### src/rtl/rsq_pkg.sv
package rsq_pkg;
    typedef enum logic [1:0] {
        ST_BROWNOUT  = 2'd0,
        ST_PWR_HOLD  = 2'd1,
        ST_RUN       = 2'd2,
        ST_WDOG_HOLD = 2'd3
    } rsq_state_e;
endpackage

### src/rtl/rsq_sync.sv
module rsq_sync #(
    parameter int STAGES = 2
) (
    input  logic clk,
    input  logic por_n,
    input  logic async_i,
    output logic sync_o
);
    logic [STAGES-1:0] pipe;

    generate
        for (genvar g = 0; g < STAGES; g++) begin : g_stage
            if (g == 0) begin : g_first
                always_ff @(posedge clk or negedge por_n) begin
                    if (!por_n) pipe[0] <= 1'b0;
                    else        pipe[0] <= async_i;
                end
            end else begin : g_next
                always_ff @(posedge clk or negedge por_n) begin
                    if (!por_n) pipe[g] <= 1'b0;
                    else        pipe[g] <= pipe[g-1];
                end
            end
        end
    endgenerate

    assign sync_o = pipe[STAGES-1];
endmodule

### src/rtl/rsq_hold_cnt.sv
module rsq_hold_cnt #(
    parameter int HOLD_CYC = 1000
) (
    input  logic clk,
    input  logic por_n,
    input  logic clr_i,
    input  logic en_i,
    output logic done_o
);
    localparam int CNT_W = (HOLD_CYC > 1) ? $clog2(HOLD_CYC) : 1;
    localparam logic [CNT_W-1:0] LAST = CNT_W'(HOLD_CYC - 1);

    logic [CNT_W-1:0] cnt;

    always_ff @(posedge clk or negedge por_n) begin
        if (!por_n)                cnt <= '0;
        else if (clr_i)            cnt <= '0;
        else if (en_i && !done_o)  cnt <= cnt + 1'b1;
    end

    assign done_o = (cnt == LAST);

    AST_CNT_IN_RANGE: assert property (@(posedge clk) disable iff (!por_n)
        cnt <= LAST);
    AST_CLR_ZEROES: assert property (@(posedge clk) disable iff (!por_n)
        clr_i |=> (cnt == '0) || (HOLD_CYC == 1));
endmodule

### src/rtl/rsq_fsm.sv
module rsq_fsm
    import rsq_pkg::*;
(
    input  logic clk,
    input  logic por_n,
    input  logic supply_s_i,
    input  logic wdt_i,
    input  logic cnt_done_i,
    output logic cnt_clr_o,
    output logic cnt_en_o,
    output logic rst_o,
    output logic inhibit_o,
    output logic abort_o
);
    rsq_state_e state, state_nxt;
    logic       was_run;

    // transition selection
    always_comb begin
        state_nxt = state;
        cnt_clr_o = 1'b0;
        if (!supply_s_i) begin
            state_nxt = ST_BROWNOUT;                 // T_LOW
        end else begin
            unique case (state)
                ST_BROWNOUT: begin
                    state_nxt = ST_PWR_HOLD;         // T_RECOVER
                    cnt_clr_o = 1'b1;
                end
                ST_PWR_HOLD: begin
                    if (cnt_done_i) state_nxt = ST_RUN;   // T_PWR_DONE
                end
                ST_RUN: begin
                    if (wdt_i) begin
                        state_nxt = ST_WDOG_HOLD;    // T_WDOG
                        cnt_clr_o = 1'b1;
                    end
                end
                ST_WDOG_HOLD: begin
                    if (cnt_done_i) state_nxt = ST_RUN;   // T_WDOG_DONE
                end
            endcase
        end
    end

    // state register
    always_ff @(posedge clk or negedge por_n) begin
        if (!por_n) state <= ST_BROWNOUT;
        else        state <= state_nxt;
    end

    // output process
    always_ff @(posedge clk or negedge por_n) begin
        if (!por_n) was_run <= 1'b0;
        else        was_run <= (state == ST_RUN);
    end

    always_comb begin
        cnt_en_o  = (state == ST_PWR_HOLD) || (state == ST_WDOG_HOLD);
        rst_o     = (state != ST_RUN);
        inhibit_o = (state == ST_BROWNOUT);
        abort_o   = rst_o && was_run;
    end

    AST_LOW_FORCES_RESET: assert property (@(posedge clk) disable iff (!por_n)
        !supply_s_i |=> rst_o && inhibit_o);
    AST_RELEASE_NEEDS_SUPPLY: assert property (@(posedge clk) disable iff (!por_n)
        $fell(rst_o) |-> $past(supply_s_i) && $past(cnt_done_i));
    AST_WDOG_ASSERTS: assert property (@(posedge clk) disable iff (!por_n)
        (!rst_o && wdt_i) |=> rst_o);
    AST_ABORT_SINGLE: assert property (@(posedge clk) disable iff (!por_n)
        abort_o |=> !abort_o);
    AST_ABORT_ON_ENTRY: assert property (@(posedge clk) disable iff (!por_n)
        $rose(rst_o) |-> abort_o);
    AST_INHIBIT_IN_RESET: assert property (@(posedge clk) disable iff (!por_n)
        inhibit_o |-> rst_o);
endmodule

### src/rtl/supply_reset_seq.sv
module supply_reset_seq #(
    parameter int HOLD_CYC    = 1000,
    parameter int SYNC_STAGES = 2
) (
    input  logic clk,
    input  logic por_n,
    input  logic supply_ok_i,
    input  logic wdt_expire_i,
    output logic rst_o,
    output logic rst_n_o,
    output logic wr_abort_o,
    output logic bus_inhibit_o
);
    logic supply_s;
    logic cnt_clr, cnt_en, cnt_done;
    logic rst_int;

    rsq_sync #(.STAGES(SYNC_STAGES)) u_sync (
        .clk     (clk),
        .por_n   (por_n),
        .async_i (supply_ok_i),
        .sync_o  (supply_s)
    );

    rsq_hold_cnt #(.HOLD_CYC(HOLD_CYC)) u_cnt (
        .clk    (clk),
        .por_n  (por_n),
        .clr_i  (cnt_clr),
        .en_i   (cnt_en),
        .done_o (cnt_done)
    );

    rsq_fsm u_fsm (
        .clk        (clk),
        .por_n      (por_n),
        .supply_s_i (supply_s),
        .wdt_i      (wdt_expire_i),
        .cnt_done_i (cnt_done),
        .cnt_clr_o  (cnt_clr),
        .cnt_en_o   (cnt_en),
        .rst_o      (rst_int),
        .inhibit_o  (bus_inhibit_o),
        .abort_o    (wr_abort_o)
    );

    assign rst_o   = rst_int;
    assign rst_n_o = ~rst_int;
endmodule

### config.mk
export PLATFORM = sky130hd
export DESIGN_NAME = supply_reset_seq
export DESIGN_NICKNAME = d
export VERILOG_FILES = /design/src/rtl/rsq_pkg.sv /design/src/rtl/rsq_sync.sv /design/src/rtl/rsq_hold_cnt.sv /design/src/rtl/rsq_fsm.sv /design/src/rtl/supply_reset_seq.sv
export SDC_FILE = /design/constraint.sdc
export NUM_CORES = 1
export LEC_CHECK = 0
export ABC_AREA = 1
export BUFFER_PORTS_ARGS = -buffer_cell sky130_fd_sc_hd__buf_2
export CAP_MARGIN = 25
export CORE_ASPECT_RATIO = 1.75
export CORE_MARGIN = 1.5
export CORE_UTILIZATION = 30
export DETAILED_ROUTE_END_ITERATION = 10
export GPL_TIMING_DRIVEN = 0
export PLACE_DENSITY_LB_ADDON = 0.1
export SYNTH_ARGS = -nofsm -noshare
export SYNTH_HDL_FRONTEND = slang
export SYNTH_SLANG_ARGS = --single-unit
### constraint.sdc
create_clock -name clk -period 3.6 [get_ports clk]
set_input_delay 0.18 -clock clk [delete_from_list [all_inputs] [get_ports clk]]
set_output_delay 0.18 -clock clk [all_outputs]
set_load 0.005 [all_outputs]
* Yosys cells after proc, flatten, opt, wreduce, memory -nomap -nowiden
Index checks and enable logic that the tools add are counted.
Cells by class: add/subtract/negate cells 1, multiply operators 0, div/mod/pow operators 0, order comparisons 0, equality and inequality tests 7, shifts and indexed selects 0, muxes and demuxes 9, bitwise gates (word level) 1, reduce and logical (&&, ||, !) cells 8
Operator list (number):
- 10-bit two-way mux | 2
- 10-bit by 1-bit adder with 10-bit output (second input constant) | 1
- 10-bit == test (second input constant) | 1
- 2-bit two-way mux | 3
- 2-bit one-hot mux with 3 select lines | 1
- 2-bit == test (second input constant) | 2
- 3-bit by 2-bit != test with 1-bit output (second input constant) | 1
- 3-bit != test (second input constant) | 1
- 2-bit by 1-bit == test with 1-bit output (second input constant) | 1
- 1-bit logical AND | 2
- 2-bit logical NOT | 1
- 1-bit two-way mux | 2
- 2-bit != test (second input constant) | 1
- 1-bit one-hot mux with 2 select lines | 1
- 2-bit AND reduction | 1
- 2-bit nonzero test | 1
- 2-bit OR reduction | 1
- 1-bit logical NOT | 1
- 1-bit logical OR | 1
- 1-bit NOT | 1
Storage, ports and cells: register bits 15, latch bits 0, memory bits (writable) 0, ROM bits 0, input bits 4, output and inout port bits 4, word-level logic and storage cells 31, memories 0

* Depth between registers and ports, before layout
Gate-level depths: netlist (run 1).
word-level depth 5, mapped depth 9, mapped depth without buffers 8

* Modules after synthesis
A second synthesis (run 1) with hierarchy kept.
Unflattened totals: cell total of the unflattened synthesis 125, area total of the unflattened synthesis 883.3 µm²
Modules (own cells, without submodules):
- rsq_hold_cnt | instances 1, cells each 102, area each 679.4 µm², sequential area each 250.2 µm²
- rsq_fsm | instances 1, cells each 20, area each 150.1 µm², sequential area each 75.1 µm²
- rsq_sync | instances 1, cells each 2, area each 50.0 µm², sequential area each 50.0 µm²
- supply_reset_seq | instances 1, cells each 1, area each 3.8 µm², sequential area each 0.0 µm²

* Least setup slack after synthesis (run 1)
No wires, ideal clock.
path type reg2reg, start point register u_cnt.cnt[0], end point register u_cnt.cnt[7], library setup time 66 ps, arrival time 1278 ps, required time 3534 ps, slack 2256 ps, stages on the path, launching flop included 10, path buffers 1, period minus slack after synthesis 1344 ps, cells stage by stage dfrtp_1 ha_1 nand3_1 nor2_1 nand2_1 nand2_2 and2_4 buf_6 nand2_1 nand2_1
On the way: word-level cells in the longest chain between the ends 4, elaborated cells between the ends (all ways) 7, classes of those cells add/sub (1); eq/ne (1); mux (2); reduce/logical (3)
Ends and longest elaborated chain:
- from (decl) | RTL line rsq_hold_cnt.sv:13 | logic [CNT_W-1:0] cnt;
- from (signal assigned) | RTL line rsq_hold_cnt.sv:18 | else if (en_i && !done_o) cnt <= cnt + 1'b1;
- parallel branches: the longest is 4 deep, another holds 10-bit by 1-bit adder with 10-bit output
Several ways; the timed one is not identified. The select of a mux whose other input is x is not followed. A chain may end at the register's enable or synchronous reset.

* Worst setup path in the final report (run 1)
start point register u_cnt.cnt[0], end point register u_cnt.cnt[9]
The elaborated chain is that of the path after synthesis.

==> results of run 1 <==
[path summary, 6_finish.rpt]
| path | from | to | cells after the start |
|---|---|---|---|
| hold reg to reg | u_sync.pipe[0] | u_sync.sync_o | 0 |
| setup reg to reg | u_cnt.cnt[0] | u_cnt.cnt[9] | 6 |
| min in group asynchronous | por_n | u_cnt.cnt[1] | 2 |
| hold / removal | supply_ok_i | u_sync.pipe[0] | 1 |
| max in group asynchronous | por_n | u_cnt.cnt[9] | 2 |
| setup / recovery | u_cnt.cnt[0] | u_cnt.cnt[9] | 6 |
[per-stage QoR]
step / util, % / power [mW] / std cells / worst slack (ns) / hold WS, ns
floorplan: - / 0.2909 / 110 / 2.256 / -0.1156
global placement: 33.55 / 0.3252 / 144 / 2.066 / 0.1140
detailed placement: 33.55 / 0.3281 / 144 / 2.030 / 0.1202
CTS: 35.62 / 0.4697 / 149 / 2.023 / 0.03930
global route: 35.62 / 0.4963 / 149 / 1.826 / 0.03679
finish: 35.62 / 0.4612 / 149 / 2.037 / 0.04214
[Yosys cell counts]
library cell	number	area share, %
sky130_fd_sc_hd__a21oi_2	1	1.1
sky130_fd_sc_hd__and2_4	1	1.1
sky130_fd_sc_hd__buf_2	1	0.61
sky130_fd_sc_hd__buf_6	1	1.4
sky130_fd_sc_hd__dfrtp_1	15	46
sky130_fd_sc_hd__ha_1	1	1.5
sky130_fd_sc_hd__inv_1	16	7.3
sky130_fd_sc_hd__inv_2	1	0.46
sky130_fd_sc_hd__nand2_1	35	16
sky130_fd_sc_hd__nand2_2	1	0.76
sky130_fd_sc_hd__nand3_1	11	6.7
sky130_fd_sc_hd__nand3b_1	1	0.91
sky130_fd_sc_hd__nand4_1	4	3.0
sky130_fd_sc_hd__nor2_1	12	5.5
sky130_fd_sc_hd__nor2_2	1	0.76
sky130_fd_sc_hd__o211ai_1	1	0.91
sky130_fd_sc_hd__o21ai_0	2	1.2
sky130_fd_sc_hd__xor2_1	5	5.3
[layer usage]
metal	up-vias	global-route usage (%)	wire length, µm
met1	322	15.24	748
met3	4	1.493	40
li1	360	-	-
met5	-	0	0
met2	12	23.76	914
met4	0	9.028	57
[repair_timing]
item | 4_1_cts | 5_1_grt
endpoints found under the hold margin | 15 | 0
hold buffers | 1 | 0
endpoints found under the setup margin | 0 | 0
[flip-flops by register name, indices dropped and copies added, names as in the netlist]
signal         cells
u_cnt.cnt         10
u_fsm.was_run      1
u_fsm.state        2
u_sync.sync_o      1
u_sync.pipe        1
[cells by family after synthesis]
kind of cell / share of synthesized area, %
flip-flops: 45.59
AND/OR/NAND/NOR: 34.65
adder cells (fa/ha/maj): 1.520
AO/OA/AOI/OAI: 3.192
buffers and inverters: 9.726
XOR/XNOR: 5.319
[power groups by stage]
| stage | Clock, mW | Combinational, mW | Sequential [mW] |
|---|---|---|---|
| finish | 0.138 | 0.106 | 0.218 |
| global route | 0.151 | 0.123 | 0.222 |
| CTS | 0.143 | 0.109 | 0.218 |
| detailed placement | 0 | 0.107 | 0.221 |
| global placement | 0 | 0.105 | 0.220 |
| floorplan | 0 | 0.0764 | 0.215 |
[area by class of cell]
class,instances,area [µm²]
tap,27,33.78
buffer,2,16.27
fill,281,1712
multi-input combinational,76,367.9
timing repair buffer,8,45.04
inverter,17,63.81
clock buffer,4,45.04
sequential,15,375.4
==> results.txt, run 1 <==
The largest single stage delay on the critical path is 0.43 ns. After routing, the total negative slack on setup checks comes to 0 ns. The sequential element share of the synthesized area was 45.59%.

The transition time at the pin with the least slew margin was 0.5048 ns. For this design the ratio of total power to cell area is 486.9 nW/µm². The top cell types in the final layout, fill and taps aside, are sky130_fd_sc_hd__nand2_1 (35), sky130_fd_sc_hd__inv_1 (16), sky130_fd_sc_hd__dfrtp_1 (15).

The run gives 4 as the number of detailed-routing iterations run before antenna repair. Of the total power, the share spent switching nets is 31.92%. The logs give 657 for the number of global-route vias before repair and 2659 µm² for the area of the core.

The run gives 0 as the count of yosys warnings during synthesis. The share of the clock period used by the worst path was 43.43%. The post-route netlist has 13.93% of its cells at a drive strength greater than 1. Dividing the detail-routed via count by the number of cells gives 4.685.

Grouping stages by cell kind, the critical path spends the most delay in compound AO/OA/AOI/OAI gates. Synthesis inferred 15 register bits. In this run the core area contains 25 standard-cell rows.

The number of buffers and inverters on the critical path was 0. For the fmax, the log shows 0.6396 GHz. In this run the count of I/O pins placed on the die edge is 8. Setup violations remaining at the end of the flow were counted as 0. The count of buffers added on input and output ports is 7. For the number of DRC violations after detailed-routing iteration 0, the log shows 25. TritonCTS built the clock tree. The chip height is 72.30 µm, and the starting density of the core is 30.96%. The most common cell after layout, fill and taps aside is sky130_fd_sc_hd__nand2_1. The path type of the worst min-delay path is input pin to flip-flop. The clock net in this run drives a total of 15 sinks.

In this run the static leakage power is 0.5193 nW. The repair_antennas step left the layout with diodes totalling 0. For the worst setup path, the data arrival time is 1.75 ns. After routing the design area is 947.2 µm². The tools report the worst clock skew as 0.001388 ns. The type of the worst setup path is flip-flop to flip-flop.

After clock tree synthesis, the setup repair step added 0 buffers. The quantity of gates resized following cts is 0, and the layout overhead on the synthesized area is 15.05%. Net count of the finished layout: 128. Dividing the detail-routed wire length by the instance count gives 11.81 µm. After synthesis the cells add up to 823.3 µm².

In the routed design, unresolved DRC markers number 0. The final max-slew violation count came out at 0. Setup repair after global routing left no endpoint under its margin. The number of different library cells used by synthesis comes to 18. In this run the mean area of a mapped cell was 7.484 µm².

The flow ran to the end, and the final reports show no timing, DRC or antenna violations. The later pin in the worst-skew pair is clocked with a latency of 0.24 ns. After clock tree synthesis, the clock-pin slew on the worst setup and hold paths is 0.06 ns. The logs give 47.2% for the part of the total power dissipated in sequential elements and 3 for the number of clock buffers inserted by TritonCTS. The setup slack of the worst register-to-register path was 2.04 ns; the post-DP HPWL was 1300 µm. Per report_power, the combinational group accounts for 22.9% of the total. The run gives 892.1 µm² as the placed instance area.

The longest clock path from root to sink contains 2 buffers. The total die area is 3080 µm². Across the VDD grid, the largest voltage drop is 0.2779 mV.

Along the worst path, the maximum fanout reaches 10. Global routing used 13.62% of the available tracks across all layers. The switching power summed over all nets was 147.2 µW. The signal on the critical path passes through ha_1 -> nand3_1 -> nor2_1 -> a21oi_2 -> nand4_1 -> nand2_1. After technology mapping, the gate count stands at 110. The congestion estimate from routability-driven global placement came to 0.6936. The chip width is 42.60 µm. The hold violation count in the final report was 0.

STA classifies the critical path startpoint as a flip-flop. The first-pass GRT wire length was 3042 µm. Summed over all layers, the global routing overflow is 0. The maximum number of pins on one net before global-route repair is 16, and the number of H-tree levels is 1.

The relative max-transition margin was 66.34%. The tools report the internal power as 314.0 µW. The worst setup path is captured at a flip-flop. Worst-path cell with the longest stage delay: sky130_fd_sc_hd__a21oi_2. The run gives 3.78 ns as the required time of the critical path. The count of nets left with antenna violations once routing finished came out at 0. The number of nets in the synthesized netlist was 115; the final period demand of the worst path was 1.563 ns. The part of the power in the clock network came out at 29.9%. Across the run, the number of max-cap violations was 0.

The detailed-route wire length was 1760 µm. The tools report the initial antenna violation count as 0. The clock tree root driver cell is sky130_fd_sc_hd__clkbuf_8. Via count of the routed design: 698.
Note: power is estimated with default switching activity, not from simulation.
==> run 2: changes to the inputs <==
==> constraint.sdc (replaced) <==
create_clock -name clk -period 1.5 [get_ports clk]
set_input_delay 0.075 -clock clk [delete_from_list [all_inputs] [get_ports clk]]
set_output_delay 0.075 -clock clk [all_outputs]
set_load 0.005 [all_outputs]
==> run 2 against run 1 <==
Clock skew about the same. Combinational power grew to 3.0 times the previous value. Global-route usage grew 0.10 points. Routed wire length up 3.2%.
==> results.txt, run 2 (synthesis gave the netlist of run 1 again) <==
The run finished with clean final reports. Type of the worst setup path: flip-flop to flip-flop (unchanged). The area of the core is 2659 µm² (unchanged).

Total die area: 3080 µm² (unchanged). The number of vias per cell after detailed routing came out at 4.714 (was 4.685). The origin of the critical flop-to-flop path was u_cnt.cnt[0] (unchanged).

Highest-count cells in the layout ignoring fill and taps: sky130_fd_sc_hd__nand2_1 (35), sky130_fd_sc_hd__inv_1 (16), sky130_fd_sc_hd__dfrtp_1 (14) (was sky130_fd_sc_hd__nand2_1 (35), sky130_fd_sc_hd__inv_1 (16), sky130_fd_sc_hd__dfrtp_1 (15)). The tools report the endpoint of the most critical register-to-register path as u_cnt.cnt[9] (unchanged). The hold violation count in the final report is 0 (unchanged), and the max capacitance violation total is 0 (unchanged).

The tools report the final critical-path setup slack as 0.1107 ns (was 2.037 ns). The run gives 0.2654 ns (was 0.04214 ns) as the final hold slack. The final routed DRC violation total was 0 (unchanged).

The required time of the critical path is 1.68 ns (was 3.78 ns). Leftover overflow at the end of global routing: 0 (unchanged). The net count of the finished layout is 133 (was 128), and the average wire per standard cell is 11.80 µm (was 11.81 µm).

The quantity of I/O buffers inserted on ports was 7 (unchanged); the I/O pin count was 8 (unchanged). The post-DP HPWL was 1300 µm (unchanged); the proportion of layout cells with a drive suffix above 1 was 18.90% (was 13.93%). The layout overhead on the synthesized area came out at 23.86% (was 15.05%).

The logs give 76.53% (was 66.34%) for the relative max-transition margin and 0.5455 nW (was 0.5193 nW) for the leakage power figure. Number of clock buffers inserted by TritonCTS: 3 (unchanged). Number of cells on the worst reg-to-reg path: 8 (was 6). The post-route antenna net violation count was 0 (unchanged).

The data arrival time of the worst path was 1.57 ns (was 1.75 ns). Chip height: 72.30 µm (unchanged). The chip width came out at 42.60 µm (unchanged). The power density relative to cell area was 1155 nW/µm² (was 486.9 nW/µm²). The critical path launch point is u_cnt.cnt[0] (unchanged). For the all-layer global routing usage, the log shows 13.72% (was 13.62%). Registers with the most flip-flops: u_cnt.cnt x10, u_fsm.state x2 (unchanged). The area of all sequential standard cells came out at 376.6 µm² (was 375.4 µm²). The most common cell after layout, fill and taps aside was sky130_fd_sc_hd__nand2_1 (unchanged). The number of global-route vias before repair is 667 (was 657), and the number of flip-flops in the largest register is 10 (unchanged). The final max-slew violation count was 0 (unchanged). The critical path endpoint category was a flip-flop (unchanged). Site row count: 25 (unchanged).

TritonCTS built the clock tree. The startpoint type of the worst setup path was a flip-flop (unchanged). The transition time at the pin with the least slew margin works out to 0.3521 ns (was 0.5048 ns). The detailed-route wire length is 1817 µm (was 1760 µm). For the fmax, the log shows 0.7198 GHz (was 0.6396 GHz). The logs give 0.11 ns (was 2.04 ns) for the setup slack of the worst register-to-register path and 0.001562 ns (was 0.001388 ns) for the worst clock skew. The number of detailed-routing iterations run before antenna repair was 3 (was 4); the clock-pin transition on the worst setup and hold timing paths was 0.06 ns (about the same).

For the number of H-tree levels, the log shows 1 (unchanged). Final weighted congestion of routability-driven global placement: 0.6936 (unchanged). The run gives 0.24 ns (about the same) as the clock latency at the later pin of the worst-skew pair.

The most flop-heavy register was u_cnt.cnt (unchanged). The run gives 390.4 µm² (was 367.9 µm²) as the area of the multi-input gates. The final cell utilization of the core was 38.35% (was 35.62%); the fill cell instance count of the final layout was 277 (was 281). Critical path cell sequence: ha_4 -> nand3_1 -> nor2_2 -> buf_4 -> a21oi_4 -> buf_12 -> nand4_1 -> nand2_1 (was ha_1 -> nand3_1 -> nor2_1 -> a21oi_2 -> nand4_1 -> nand2_1). The run gives 16 (unchanged) as the maximum number of pins on one net before global-route repair. The tools report the placement-stage worst setup slack as -0.07044 ns (was 2.030 ns).

The worst-path cell with the longest stage delay was sky130_fd_sc_hd__dfrtp_2 (was sky130_fd_sc_hd__a21oi_2). The run gives 0 (unchanged) as the number of antenna cells inserted. The total power after layout is 1.178 mW (was 461.2 µW), and the final period demand of the worst path is 1.389 ns (was 1.563 ns). The maximum fanout count along the critical path works out to 10 (unchanged). The initial antenna violation count was 0 (unchanged).

The number of DRC violations after detailed-routing iteration 0 was 13 (was 25). Setup repair after global routing left no endpoint under its margin. The maximum VDD drop is 0.5394 mV (was 0.2779 mV). The count of clock tree sinks came out at 15 (unchanged). The path type of the worst min-delay path is input pin to asynchronous set/reset pin (was input pin to flip-flop). The share of the clock period used by the worst path came out at 92.62% (was 43.43%).

The worst-case clock buffer depth came out at 2 (unchanged). The clock tree root driver cell is sky130_fd_sc_hd__clkbuf_8 (unchanged). The biggest cell delay along the critical path works out to 0.44 ns (was 0.43 ns).

The setup-violating endpoint count in the final report is 0 (unchanged), and the starting density of the core is 30.96% (unchanged). The via count of the routed design was 726 (was 698). The first-pass GRT wire length was 3070 µm (was 3042 µm).
==> run 2: timing repair <==
item                                   in CTS  in global routing
pin swaps                                   1                  3
gates resized for setup                     3                  2
setup buffers                               1                  4
endpoints found under the hold margin      16                  0
hold buffers                                2                  0
setup endpoints to repair                  10                 10
==> run 2: final cells by class <==
| class | count | area share (%) |
|---|---|---|
| Tap cell | 27 | 3.313 |
| Clock buffer | 4 | 4.417 |
| Sequential cell | 15 | 36.93 |
| Timing Repair Buffer | 14 | 10.31 |
| Inverter | 17 | 6.258 |
| Multi-Input combinational cell | 76 | 38.28 |
| Buffer | 1 | 0.4908 |
==> run 2: report_power, final <==
part | total (mW) | internal [mW] | switching, mW
combinational | 0.314 | 0.154 | 0.160
clock | 0.327 | 0.188 | 0.139
sequential | 0.537 | 0.463 | 0.0739
==> run 2: critical path, delay by kind of cell, from the launching register on <==
kind / cells / cell delay (ns)
simple gates: 4 / 0.27
buf+inv: 2 / 0.27
fa+ha+maj: 1 / 0.18
flops: 1 / 0.44
compound gates: 1 / 0.16
==> run 2: routing by layer <==
metal | vias up | global-route usage, % | share of wire (%)
met3 | 6 | 1.493 | 2.0
met1 | 336 | 15.24 | 42
met2 | 12 | 24.10 | 52
met4 | 0 | 9.028 | 3.6
li1 | 372 | - | -
met5 | - | 0 | 0
==> run 2: how the worst max path moves through the flow <==
stage          slack (ns)  depth (start not counted)      endpoint
2_1_floorplan        0.16                          9  u_cnt.cnt[7]
3_3_place_gp        -0.03                          6  u_cnt.cnt[9]
3_5_place_dp        -0.07                          6  u_cnt.cnt[9]
4_1_cts             0.002                          9  u_cnt.cnt[9]
5_1_grt              0.02                          8  u_cnt.cnt[7]
6_report             0.11                          8  u_cnt.cnt[9]
==> run 2: through the flow <==
step	setup TNS [ns]	cells	cell area [µm²]
6_report	0	154	1020
5_1_grt	0	154	1020
2_1_floorplan	0	110	823.3
4_1_cts	0	151	977.2
3_5_place_dp	-0.5291	144	892.1
3_3_place_gp	-0.1843	144	892.1
